[src/rtl/serial_dac_pkg.sv]
package serial_dac_pkg;

  typedef enum logic {
    VAR_UNIPOLAR = 1'b0,
    VAR_BIPOLAR  = 1'b1
  } dac_variant_e;

  // serial pins after sampling, one bit each
  typedef struct packed {
    logic cs_n;
    logic sclk;
    logic din;
  } spi_pins_t;

  localparam spi_pins_t PINS_IDLE = '{cs_n: 1'b1, sclk: 1'b0, din: 1'b0};

endpackage

[src/rtl/sdac_sync.sv]
module sdac_sync #(
  parameter int              W       = 3,
  parameter int              STAGES  = 2,
  parameter logic [W-1:0]    RST_VAL = '0
) (
  input  logic         clk_i,
  input  logic         rst_ni,
  input  logic [W-1:0] d_i,
  output logic [W-1:0] q_o
);

  logic [W-1:0] stg_q [STAGES];

  always_ff @(posedge clk_i or negedge rst_ni) begin
    if (!rst_ni) begin
      for (int i = 0; i < STAGES; i++) stg_q[i] <= RST_VAL;
    end else begin
      stg_q[0] <= d_i;
      for (int i = 1; i < STAGES; i++) stg_q[i] <= stg_q[i-1];
    end
  end

  assign q_o = stg_q[STAGES-1];

endmodule

[src/rtl/sdac_shifter.sv]
module sdac_shifter #(
  parameter int DATA_W  = 14,
  parameter int FRAME_W = 16,
  parameter int CNT_W   = 5
) (
  input  logic              clk_i,
  input  logic              arst_ni,
  input  logic              start_i,
  input  logic              sample_i,
  input  logic              din_i,
  output logic [DATA_W-1:0] word_o,
  output logic [CNT_W-1:0]  cnt_o
);

  localparam logic [CNT_W-1:0] CNT_MAX = {CNT_W{1'b1}};

  logic [FRAME_W-1:0] sr_q;
  logic [CNT_W-1:0]   cnt_q;

  always_ff @(posedge clk_i or negedge arst_ni) begin
    if (!arst_ni) begin
      sr_q  <= '0;
      cnt_q <= '0;
    end else if (start_i) begin
      cnt_q <= '0;
    end else if (sample_i) begin
      sr_q <= {sr_q[FRAME_W-2:0], din_i};
      // saturate so overlong frames never wrap back to a valid count
      if (cnt_q != CNT_MAX) cnt_q <= cnt_q + 1'b1;
    end
  end

  assign word_o = sr_q[FRAME_W-1 -: DATA_W];
  assign cnt_o  = cnt_q;

endmodule

[src/rtl/sdac_latch.sv]
module sdac_latch #(
  parameter int                 DATA_W   = 14,
  parameter int                 FRAME_W  = 16,
  parameter int                 CNT_W    = 5,
  parameter logic [DATA_W-1:0]  RST_CODE = '0
) (
  input  logic              clk_i,
  input  logic              arst_ni,
  input  logic              xfer_i,
  input  logic [DATA_W-1:0] word_i,
  input  logic [CNT_W-1:0]  cnt_i,
  output logic [DATA_W-1:0] code_o,
  output logic              upd_o,
  output logic              err_o
);

  localparam logic [CNT_W-1:0] CNT_FULL = CNT_W'(FRAME_W);

  logic [DATA_W-1:0] code_q;
  logic              upd_q;
  logic              err_q;

  always_ff @(posedge clk_i or negedge arst_ni) begin
    if (!arst_ni) begin
      code_q <= RST_CODE;
      upd_q  <= 1'b0;
      err_q  <= 1'b0;
    end else begin
      upd_q <= 1'b0;
      err_q <= 1'b0;
      if (xfer_i) begin
        if (cnt_i == CNT_FULL) begin
          code_q <= word_i;
          upd_q  <= 1'b1;
        end else begin
          err_q  <= 1'b1;
        end
      end
    end
  end

  assign code_o = code_q;
  assign upd_o  = upd_q;
  assign err_o  = err_q;

endmodule

[src/rtl/serial_dac_front.sv]
module serial_dac_front
  import serial_dac_pkg::*;
#(
  parameter int           DATA_W      = 14,
  parameter int           SUB_W       = 2,
  parameter int           SYNC_STAGES = 2,
  parameter dac_variant_e VARIANT     = VAR_UNIPOLAR
) (
  input  logic              clk_i,
  input  logic              rst_ni,
  input  logic              clr_ni,
  input  logic              cs_ni,
  input  logic              sclk_i,
  input  logic              din_i,
  output logic [DATA_W-1:0] code_o,
  output logic              upd_o,
  output logic              err_o
);

  localparam int FRAME_W = DATA_W + SUB_W;
  localparam int CNT_W   = $clog2(FRAME_W + 1);
  localparam int PIN_W   = $bits(spi_pins_t);
  localparam logic [DATA_W-1:0] RST_CODE =
    (VARIANT == VAR_BIPOLAR) ? {1'b1, {(DATA_W-1){1'b0}}} : '0;

  spi_pins_t         pins_raw, pins_s;
  logic [PIN_W-1:0]  pins_sync;
  logic              cs_prev_q, sclk_prev_q;
  logic              cs_rise, cs_fall, sclk_rise, sample;
  logic              arst_n;
  logic [DATA_W-1:0] word;
  logic [CNT_W-1:0]  shift_cnt;

  // clear acts like a reset on the frame path and the held code
  assign arst_n = rst_ni & clr_ni;

  assign pins_raw = '{cs_n: cs_ni, sclk: sclk_i, din: din_i};

  sdac_sync #(
    .W       (PIN_W),
    .STAGES  (SYNC_STAGES),
    .RST_VAL (PINS_IDLE)
  ) u_sync (
    .clk_i  (clk_i),
    .rst_ni (rst_ni),
    .d_i    (pins_raw),
    .q_o    (pins_sync)
  );

  assign pins_s = spi_pins_t'(pins_sync);

  always_ff @(posedge clk_i or negedge rst_ni) begin
    if (!rst_ni) begin
      cs_prev_q   <= 1'b1;
      sclk_prev_q <= 1'b0;
    end else begin
      cs_prev_q   <= pins_s.cs_n;
      sclk_prev_q <= pins_s.sclk;
    end
  end

  assign cs_rise   =  pins_s.cs_n & ~cs_prev_q;
  assign cs_fall   = ~pins_s.cs_n &  cs_prev_q;
  assign sclk_rise =  pins_s.sclk & ~sclk_prev_q;
  assign sample    =  sclk_rise & ~pins_s.cs_n;

  sdac_shifter #(
    .DATA_W  (DATA_W),
    .FRAME_W (FRAME_W),
    .CNT_W   (CNT_W)
  ) u_shift (
    .clk_i    (clk_i),
    .arst_ni  (arst_n),
    .start_i  (cs_fall),
    .sample_i (sample),
    .din_i    (pins_s.din),
    .word_o   (word),
    .cnt_o    (shift_cnt)
  );

  sdac_latch #(
    .DATA_W   (DATA_W),
    .FRAME_W  (FRAME_W),
    .CNT_W    (CNT_W),
    .RST_CODE (RST_CODE)
  ) u_latch (
    .clk_i   (clk_i),
    .arst_ni (arst_n),
    .xfer_i  (cs_rise),
    .word_i  (word),
    .cnt_i   (shift_cnt),
    .code_o  (code_o),
    .upd_o   (upd_o),
    .err_o   (err_o)
  );

endmodule

[config.mk]
export PLATFORM = sky130hd
export DESIGN_NAME = serial_dac_front
export DESIGN_NICKNAME = d
export VERILOG_FILES = /design/src/rtl/serial_dac_pkg.sv /design/src/rtl/sdac_sync.sv /design/src/rtl/sdac_shifter.sv /design/src/rtl/sdac_latch.sv /design/src/rtl/serial_dac_front.sv
export SDC_FILE = /design/constraint.sdc
export NUM_CORES = 1
export LEC_CHECK = 0
export BUFFER_PORTS_ARGS = -buffer_cell sky130_fd_sc_hd__buf_2
export CORE_MARGIN = 2
export CORE_UTILIZATION = 45
export DETAILED_ROUTE_END_ITERATION = 12
export GPL_TIMING_DRIVEN = 0
export SYNTH_ARGS = -nofsm -noshare
export SYNTH_HDL_FRONTEND = slang
export SYNTH_SLANG_ARGS = --single-unit
[constraint.sdc]
create_clock -name clk_i -period 3 [get_ports clk_i]
set_clock_uncertainty 0.15 [all_clocks]
set_input_delay 0 -clock clk_i [delete_from_list [all_inputs] [get_ports clk_i]]
set_output_delay 0 -clock clk_i [all_outputs]
set_load 0.005 [all_outputs]
[Yosys cells after proc, flatten, opt, wreduce, memory -nomap -nowiden]
Cells that the tools add are included.
Word-level totals
  bits in registers: 45
  bits of input ports: 6
  output and inout bits: 16
  word-level logic and storage cells: 33
Cells by class
  add/sub/neg operators: 1
  eq/ne operators: 2
  mux-type cells: 7
  bitwise logic cells: 9
  reduce and logical (&&, ||, !) cells: 5
Operators with widths (number)
  5-bit two-way mux: 3
  2-bit AND reduction: 3
  5-bit by 1-bit adder with 5-bit output, second input constant: 1
  1-bit bitwise AND: 5
  5-bit equality test, second input constant: 1
  5-bit != test, second input constant: 1
  1-bit two-way mux: 4
  1-bit inverter: 4
  2-bit nonzero test: 2

[Depth between registers and ports, before layout]
Gate-level depths: netlist (run 1).
  depth in word-level cells: 5
  gate-level depth with buffers: 6
  depth with buffers taken out: 6

[Modules after synthesis]
A second synthesis (run 1) with hierarchy kept.
Unflattened totals
  cell total of the unflattened synthesis: 123
  area total of the unflattened synthesis: 1924.3 sq um
Modules (own cells, without submodules)
  sdac_shifter: times used 1, cells each 72, area an instance 1011.0 sq um, sequential area each 525.5 sq um
  sdac_latch: times used 1, cells each 36, area an instance 653.1 sq um, sequential area each 400.4 sq um
  sdac_sync: times used 1, cells each 9, area an instance 175.2 sq um, sequential area each 152.6 sq um
  serial_dac_front: times used 1, cells each 6, area an instance 85.1 sq um, sequential area each 51.3 sq um

[Least setup slack after synthesis (run 1)]
No wires, ideal clock.
  path kind: register -> register
  start: register u_shift.cnt_q[0] (netlist: u_shift.cnt_o[0])
  end: register u_shift.cnt_q[3] (netlist: u_shift.cnt_o[3])
  library setup time: 0.125 ns
  data arrival time: 1.826 ns
  data required time: 2.725 ns
  setup slack: 0.899 ns
  cell stages (with the launch flop): 7
  path buffers: 0
  clock period less this slack: 2.101 ns
  cells stage by stage: dfrtp_1 -> ha_1 -> and3_2 -> ha_1 -> nor4b_4 -> nand4_1 -> mux2_2
Between the ends
  cells in the longest elaborated chain, start to end: 4
  elaborated cells between the ends (all ways): 7
  those cells by class: add/sub: 1; eq/ne: 1; mux: 3; reduce/logical: 2
Ends and longest elaborated chain
  start, declared: line sdac_shifter.sv:18  | logic [CNT_W-1:0] cnt_q;
  start signal, assigned: line sdac_shifter.sv:29  | if (cnt_q != CNT_MAX) cnt_q <= cnt_q + 1'b1;
  5-bit by 1-bit adder with 5-bit output: line sdac_shifter.sv:29
  5-bit two-way mux: line sdac_shifter.sv:29
  5-bit two-way mux: line sdac_shifter.sv:26  | end else if (sample_i) begin
  5-bit two-way mux: line sdac_shifter.sv:24  | end else if (start_i) begin
Parallel ways exist; a longest one is shown, timed or not. The select of a mux whose other input is x is not followed.
A chain may end at the register's enable or synchronous reset.

[Worst setup path in the final report (run 1)]
Same ends and word-level chain as after synthesis.

==> results.rst, run 1 <==
.. list-table::
   :header-rows: 1

   * - Metric
     - Value
   * - Instance count on the critical path
     - 6
   * - Buffers on Ports
     - 21
   * - Source of the worst register-to-register timing path
     - u_shift.cnt_o[0]
   * - Final count of pins violating max slew
     - 0
   * - Post-cts resize count
     - 0
   * - Number of buffers added to fix hold violations after cts
     - 6
   * - Number of vias in the routed layout
     - 907
   * - Required time at the worst-slack endpoint
     - 3.02 ns
   * - Synthesized-area fraction occupied by ao, oa, aoi and oai cells
     - 0.939%
   * - Netlist area before placement
     - 1730 sq um
   * - Slew at the pin closest to its max-slew limit
     - 0.843 ns
   * - Clock slew at the register clock pins of the worst setup and hold paths
     - 0.08 ns
   * - Cell count of the worst reg-to-reg path
     - 6
   * - Worst path slowest cell
     - sky130_fd_sc_hd__nor4b_4
   * - Max Cap Violations
     - 0
   * - Switching share of power
     - 20.1%
   * - Total routing usage reported by global routing
     - 13.6%
   * - Number of setup buffers added after CTS
     - 0
   * - Number of standard cells after synthesis
     - 105
   * - CP endpoint
     - u_shift.cnt_o[3]
   * - Via count of the first global-routing pass
     - 997
   * - Cell Chain, Critical Path
     - ha_1 > and3_2 > ha_1 > nor4b_4 > nand4_1 > mux2_2
   * - Worst slew margin relative to its limit
     - 43.8%
   * - Maximum level of the CTS H-tree
     - 2
   * - Average via count per standard cell
     - 4.82
   * - Fraction of layout cells with a size suffix above 1
     - 50.7%
   * - Root cell of the clock tree
     - sky130_fd_sc_hd__clkbuf_8
   * - Die height
     - 66.0 microns
   * - Area growth from synthesis to final layout
     - 19.8%
   * - GP Congestion
     - 0.754
   * - Initial antenna violation count
     - 0
   * - Initial DRT Pass Iterations
     - 2
   * - CP endpoint kind
     - flip-flop
   * - Setup WS post-layout
     - 0.734 ns
   * - Buffers and inverters on the worst path
     - 0
   * - Worst setup timing slack at the placement stage
     - 0.740 ns
   * - Width of the chip
     - 66.0 microns
   * - Net Sw Power
     - 240 uW
   * - Violation count after the first detailed-route iteration
     - 41
   * - Total Negative Setup Slacks
     - 0 ns
   * - Highest achievable clock rate
     - 0.441 GHz
   * - Post-synthesis xor/xnor area fraction
     - 0.506%
   * - Antenna cell count
     - 0
   * - Min-Delay Path Class
     - primary input to async pin
   * - Unrepaired setup endpoints after global routing
     - no
   * - Final Hold Violating Endpoints
     - 0
   * - Starting utilization of the core area
     - 46.9%
   * - Design internal power
     - 955 uW
   * - Leakage
     - 0.00108 uW
   * - Worst reg2reg endpoint
     - u_shift.cnt_o[3]
   * - Highest metal layer with signal wires
     - met4
   * - Most prevalent standard cell on the critical path
     - sky130_fd_sc_hd__ha_1
   * - Net count of the mapped netlist
     - 114
   * - Maximum buffer depth of the clock tree
     - 2
   * - TritonCTS sink count
     - 45
   * - Area enclosed by the die boundary
     - 4360 sq um
   * - Post-synthesis register bit count
     - 45
   * - Synth top area cells
     - sky130_fd_sc_hd__dfrtp_1 (61%), sky130_fd_sc_hd__mux2_2 (20%), sky130_fd_sc_hd__dfstp_2 (4.6%)
   * - Share of synthesized cell area in and, or, nand and nor gates
     - 7.51%
   * - Combinational group share of total power
     - 5.9%
   * - Max IR drop VDD
     - 0.000503 V
   * - Count of flip-flops with a built-in enable after synthesis
     - 0
   * - Total routed wirelength
     - 2.47 mm
   * - Clock latency of the later-clocked register in the worst-skew pair
     - 0.29 ns
   * - Critical path startpoint
     - u_shift.cnt_o[0]
   * - Highest fanout seen on the critical path
     - 6
   * - Minimum hold slack
     - 0.0815 ns
   * - Type of origin of the critical path
     - flip-flop
   * - Grt ovf
     - 0
   * - CTS tree
     - yes
   * - Largest family of logic cells by synthesized area
     - multiplexers
   * - Setup Viol. Count Final
     - 0
   * - DRC Markers
     - 0
   * - Cell accounting for the most synthesized area
     - sky130_fd_sc_hd__dfrtp_1
   * - I/O pin count
     - 22
   * - Leading cell types in the layout, fill and taps excluded
     - sky130_fd_sc_hd__dfrtp_1 (42), sky130_fd_sc_hd__mux2_2 (31), sky130_fd_sc_hd__buf_2 (21), sky130_fd_sc_hd__clkbuf_8 (7), sky130_fd_sc_hd__dlygate4sd3_1 (6)
   * - Outcome
     - finished clean
   * - Mux share of post-synthesis cell area
     - 21.3%
   * - Fraction of the cycle the final worst path needs
     - 75.5%
   * - Antenna viol nets, final
     - 0
   * - Critical path type
     - flip-flop to flip-flop
   * - Arrival time at the worst endpoint
     - 2.29 ns
   * - Proportion of register bits with asynchronous set or reset after synthesis
     - 100%
   * - Power density of the placed cells
     - 576 nW/um^2
   * - Inserted Clock Buffers
     - 5
   * - Avg Cell Area, Syn
     - 16.5 sq um
   * - Count of filler cells inserted in the layout
     - 310
   * - Core area
     - 3690 sq um
   * - Wire length per cell after detailed routing
     - 13.1 microns
   * - Final Critical Period
     - 2.27 ns
   * - Rows
     - 22
   * - Total number of yosys warnings
     - 0
   * - Global-route wire length before repair
     - 4.33 mm
   * - Seq/Total Area, Yosys
     - 65.2%
   * - Most common cell after layout, fill and taps aside
     - sky130_fd_sc_hd__dfrtp_1
   * - Post-synth cell types
     - 20
   * - Area share of fa/ha/maj cells after synthesis
     - 2.17%
   * - Portion of total power attributed to sequential cells
     - 56.0%
   * - Wire length the detailed router placed on met1
     - 1.07 mm
   * - Setup slack of the most critical reg-to-reg path
     - 0.73 ns
   * - Largest incremental delay on the critical path
     - 0.51 ns
   * - Critical path's top delay family
     - simple AND/OR/NAND/NOR gates
   * - Pin count of the biggest net entering global routing
     - 38
   * - Post-layout net count
     - 148
   * - Fraction of post-synthesis cell area in the top cell type by area
     - 60.7%
   * - Clock network power share
     - 38.1%
   * - Half-perimeter wire length after placement
     - 1.67 mm
   * - Primary flip-flop cell chosen by synthesis mapping
     - sky130_fd_sc_hd__dfrtp_1
   * - Detailed route wirelength on metal3
     - 114 microns
   * - Total length of routed met2 wires
     - 1.23 mm
-- worst register-to-register path, cell delays in order (launching register included) --
cell and delay [ns]:
sky130_fd_sc_hd__dfrtp_1 0.42, sky130_fd_sc_hd__ha_1 0.24, sky130_fd_sc_hd__and3_2 0.18, sky130_fd_sc_hd__ha_1 0.21, sky130_fd_sc_hd__nor4b_4 0.51, sky130_fd_sc_hd__nand4_1 0.17
sky130_fd_sc_hd__mux2_2 0.29
-- registers in the layout, indices dropped and copies added (netlist names) --
| register | flops |
|---|---|
| sclk_prev_q | 1 |
| u_shift.sr_q | 16 |
| u_latch.upd_o | 1 |
| cs_prev_q | 1 |
| u_latch.code_o | 14 |
| u_latch.err_o | 1 |
| u_sync.q_o | 3 |
| u_sync.stg_q | 3 |
| u_shift.cnt_o | 5 |
-- worst min path at each step --
stage	cells after the start	slack, ns	from	end
floorplan	0	-0.45	rst_ni	sclk_prev_q
global placement	1	-0.30	rst_ni	u_sync.stg_q[4]
detailed placement	1	-0.29	rst_ni	u_sync.stg_q[3]
CTS	2	0.06	rst_ni	u_sync.stg_q[5]
global route	2	0.09	rst_ni	u_sync.stg_q[5]
finish	2	0.08	rst_ni	u_sync.stg_q[5]
-- through the flow --
step           power, uW  instances  cell area [sq um]  util, %
2_1_floorplan        724        105               1730        -
3_3_place_gp         741        174               1900     51.4
3_5_place_dp         748        174               1900     51.5
4_1_cts             1220        188               2070     56.2
5_1_grt             1250        188               2070     56.2
6_report            1190        188               2070     56.2
-- routing by layer --
metal,up-vias,GRT usage [%]
met5,-,0
met4,0,5.36
met3,5,5.11
met2,19,22.7
met1,454,15.8
li1,429,-
-- Yosys cell counts (2+ instances only) --
library cell / count
sky130_fd_sc_hd__nor2_1: 5
sky130_fd_sc_hd__ha_1: 3
sky130_fd_sc_hd__nor2b_1: 2
sky130_fd_sc_hd__dfstp_2: 3
sky130_fd_sc_hd__mux2i_1: 2
sky130_fd_sc_hd__nor4b_4: 2
sky130_fd_sc_hd__dfrtp_1: 42
sky130_fd_sc_hd__mux2_2: 31
sky130_fd_sc_hd__inv_1: 4
-- layout make-up --
type                            instances  area (sq um)  share of cell area (%)
Inverter                                4          15.0                   0.724
Buffer                                  2          25.0                    1.21
Sequential cell                        45          1130                    54.5
Tap cell                               48          60.1                    2.90
Multi-Input combinational cell         54           563                    27.1
Clock inverter                          1          30.0                    1.45
Timing Repair Buffer                   27           165                    7.96
Clock buffer                            7          86.3                    4.16
-- cells by family (layout without fill, tap and decap cells) --
| group | Yosys count | after routing |
|---|---|---|
| AO/OA/AOI/OAI | 2 | 2 |
| AND/OR/NAND/NOR | 15 | 15 |
| buffers and inverters | 6 | 41 |
| flip-flops | 45 | 45 |
| multiplexers | 33 | 33 |
| XOR/XNOR | 1 | 1 |
| adder cells (fa/ha/maj) | 3 | 3 |
-- power by group through the flow --
| stage | logic, uW | clock network [uW] | registers (uW) |
|---|---|---|---|
| 2_1_floorplan | 49.9 | 0 | 674 |
| 3_3_place_gp | 61.5 | 0 | 680 |
| 3_5_place_dp | 66.3 | 0 | 682 |
| 4_1_cts | 72.3 | 477 | 670 |
| 5_1_grt | 78.5 | 497 | 676 |
| 6_report | 69.9 | 456 | 669 |
Power figures use the tool's default switching activity.
==> run 2, diff against run 1 <==
--- a/config.mk
+++ b/config.mk
@@ -10,6 +10,7 @@
 export CORE_UTILIZATION = 45
 export DETAILED_ROUTE_END_ITERATION = 12
 export GPL_TIMING_DRIVEN = 0
+export PLACE_DENSITY = 0.67
 export SYNTH_ARGS = -nofsm -noshare
 export SYNTH_HDL_FRONTEND = slang
 export SYNTH_SLANG_ARGS = --single-unit
==> constraint.sdc (replaced) <==
create_clock -name clk_i -period 2 [get_ports clk_i]
set_clock_uncertainty 0.15 [all_clocks]
set_input_delay 0 -clock clk_i [delete_from_list [all_inputs] [get_ports clk_i]]
set_output_delay 0 -clock clk_i [all_outputs]
set_load 0.005 [all_outputs]
==> results.rst, run 2 (synthesis results as in run 1) <==
.. list-table::
   :header-rows: 1

   * - Metric
     - Value
   * - Fraction of the cycle the final worst path needs
     - 98.5% (+23 points)
   * - Initial antenna violation count
     - 0 (unchanged)
   * - Worst slew margin relative to its limit
     - 44.5% (+0.70 points)
   * - Type of origin of the critical path
     - flip-flop
   * - Width of the chip
     - 66.0 microns (unchanged)
   * - Antenna cell count
     - 0 (unchanged)
   * - Violation count after the first detailed-route iteration
     - 19 (-54%)
   * - Highest fanout seen on the critical path
     - 4 (-2)
   * - Highest achievable clock rate
     - 0.508 GHz (+15%)
   * - Worst setup timing slack at the placement stage
     - -0.167 ns (-0.907 ns)
   * - Antenna viol nets, final
     - 0 (unchanged)
   * - Initial DRT Pass Iterations
     - 3 (+1)
   * - CP endpoint kind
     - flip-flop
   * - Final count of pins violating max slew
     - 0 (unchanged)
   * - Maximum buffer depth of the clock tree
     - 2 (unchanged)
   * - Max Cap Violations
     - 0 (unchanged)
   * - Pin count of the biggest net entering global routing
     - 38 (unchanged)
   * - Grt ovf
     - 0 (unchanged)
   * - Total routing usage reported by global routing
     - 15.2% (+1.6 points)
   * - Placement-stage cell area
     - 1900 sq um (+0.26%)
   * - Maximum level of the CTS H-tree
     - 2 (unchanged)
   * - Post-route cell area
     - 2140 sq um (+3.3%)
   * - Starting utilization of the core area
     - 46.9% (unchanged)
   * - Post-layout net count
     - 154 (+4.1%)
   * - Global-route wire length before repair
     - 4.81 mm (+11%)
   * - CTS tree
     - yes
   * - Min-Delay Path Class
     - primary input to async pin
   * - Final Critical Period
     - 1.97 ns (-0.296 ns)
   * - Leakage
     - 0.00110 uW (+2.6%)
   * - Setup WS post-layout
     - 0.0304 ns (-0.704 ns)
   * - Arrival time at the worst endpoint
     - 2.00 ns (-0.29 ns)
   * - Inserted Clock Buffers
     - 5 (unchanged)
   * - Clock slew at the register clock pins of the worst setup and hold paths
     - 0.08 ns (about the same)
   * - GP Congestion
     - 0.713 (-5.4%)
   * - Buffers on Ports
     - 21 (unchanged)
   * - Root cell of the clock tree
     - sky130_fd_sc_hd__clkbuf_8
   * - Area growth from synthesis to final layout
     - 23.7%
   * - I/O pin count
     - 22 (unchanged)
   * - Average via count per standard cell
     - 4.94 (+2.4%)
   * - Power density of the placed cells
     - 847 nW/um^2 (+47%)
   * - TritonCTS sink count
     - 45 (unchanged)
   * - Setup Viol. Count Final
     - 0 (unchanged)
   * - Area enclosed by the die boundary
     - 4360 sq um (unchanged)
   * - Count of filler cells inserted in the layout
     - 316 (+1.9%)
   * - Flip-flop count of the largest register after layout
     - 16 (unchanged)
   * - Core area
     - 3690 sq um (unchanged)
   * - Leading cell types in the layout, fill and taps excluded
     - sky130_fd_sc_hd__dfrtp_1 (42), sky130_fd_sc_hd__mux2_2 (30), sky130_fd_sc_hd__buf_2 (21), sky130_fd_sc_hd__clkbuf_8 (7)
   * - Clock latency of the later-clocked register in the worst-skew pair
     - 0.29 ns (about the same)
   * - Wire length per cell after detailed routing
     - 13.8 microns (+4.7%)
   * - Final Hold Violating Endpoints
     - 0 (unchanged)
   * - Slew at the pin closest to its max-slew limit
     - 0.832 ns (-0.0105 ns)
   * - Via count of the first global-routing pass
     - 1,054 (+5.7%)
   * - Outcome
     - finished clean
   * - DRC Markers
     - 0 (unchanged)
   * - Die height
     - 66.0 microns (unchanged)
   * - Required time at the worst-slack endpoint
     - 2.03 ns (-0.99 ns)
   * - Reg with most FFs
     - u_shift.sr_q
   * - Total routed wirelength
     - 2.67 mm (+8.1%)
   * - Setup slack of the most critical reg-to-reg path
     - 0.03 ns (-0.70 ns)
   * - Max IR drop VDD
     - 0.000926 V (+84%)
   * - Fraction of layout cells with a size suffix above 1
     - 54.1% (+3.4 points)
   * - Overall power consumption
     - 1810 uW (+52%)
   * - Number of vias in the routed layout
     - 958 (+5.6%)
   * - Unrepaired setup endpoints after global routing
     - yes
   * - Most common cell after layout, fill and taps aside
     - sky130_fd_sc_hd__dfrtp_1
   * - Rows
     - 22 (unchanged)
   * - Half-perimeter wire length after placement
     - 1.79 mm (+6.8%)
   * - Critical path type
     - flip-flop to flip-flop
run 2: worst max-delay path, cell delays in order, from the launching register on:
cell and delay (ns):
sky130_fd_sc_hd__dfrtp_1 0.40, sky130_fd_sc_hd__ha_2 0.20, sky130_fd_sc_hd__and3_4 0.16, sky130_fd_sc_hd__ha_4 0.15, sky130_fd_sc_hd__nor4b_4 0.31, sky130_fd_sc_hd__nand4_1 0.17, sky130_fd_sc_hd__mux2_4 0.32
run 2: path summary, 6_finish.rpt:
path | from | endpoint | cells after the start
max | u_shift.cnt_o[1] | u_shift.cnt_o[3] | 6
min | rst_ni | u_sync.stg_q[5] | 2
max reg2reg | u_shift.cnt_o[1] | u_shift.cnt_o[3] | 6
min reg2reg | u_sync.stg_q[3] | u_sync.q_o[0] | 0
max in group asynchronous | rst_ni | u_latch.code_o[5] | 3
min in group clk_i | din_i | u_sync.stg_q[3] | 2
run 2: through the flow:
step           utilization, %  setup TNS [ns]  std cells  hold WS [ns]
2_1_floorplan               -               0        105        -0.446
3_3_place_gp             51.6         -0.0832        174        -0.308
3_5_place_dp             51.6          -0.214        174        -0.298
4_1_cts                  58.1        -0.00851        194        0.0714
5_1_grt                  58.1          -0.490        194        0.0891
6_report                 58.1               0        194        0.0775
run 2: per-layer routing:
layer	vias to the layer above	share of wire (%)	GRT usage [%]
li1	445	-	-
met1	487	43	18.8
met2	20	51	25.0
met3	6	4.6	5.11
met4	0	1.5	5.36
met5	-	0	0
run 2: final cells by class:
class | instances | area, sq um | share of cell area (%)
flip-flops and latches | 45 | 1130 | 52.7
plain buffers | 2 | 25.0 | 1.17
multi-input cells | 54 | 586 | 27.3
well taps | 48 | 60.1 | 2.80
repair buffers | 33 | 210 | 9.81
clock buffers | 7 | 86.3 | 4.03
inverters | 4 | 15.0 | 0.701
clock inverters | 1 | 30.0 | 1.40
run 2: power by group:
group          leakage (uW)  internal, uW  switching (uW)
clock network     0.0000585           407             279
registers          0.000596           966            36.5
logic              0.000451          73.6            52.1
run 2: what timing repair did:
action / 4_1_cts / 5_1_grt
hold endpoints to repair: 48 / 0
buffers inserted: 6 / 0
gates resized for setup: 3 / 0
hold buffers: 6 / 0
setup endpoints to repair: 2 / 13
pin swaps: 3 / 1
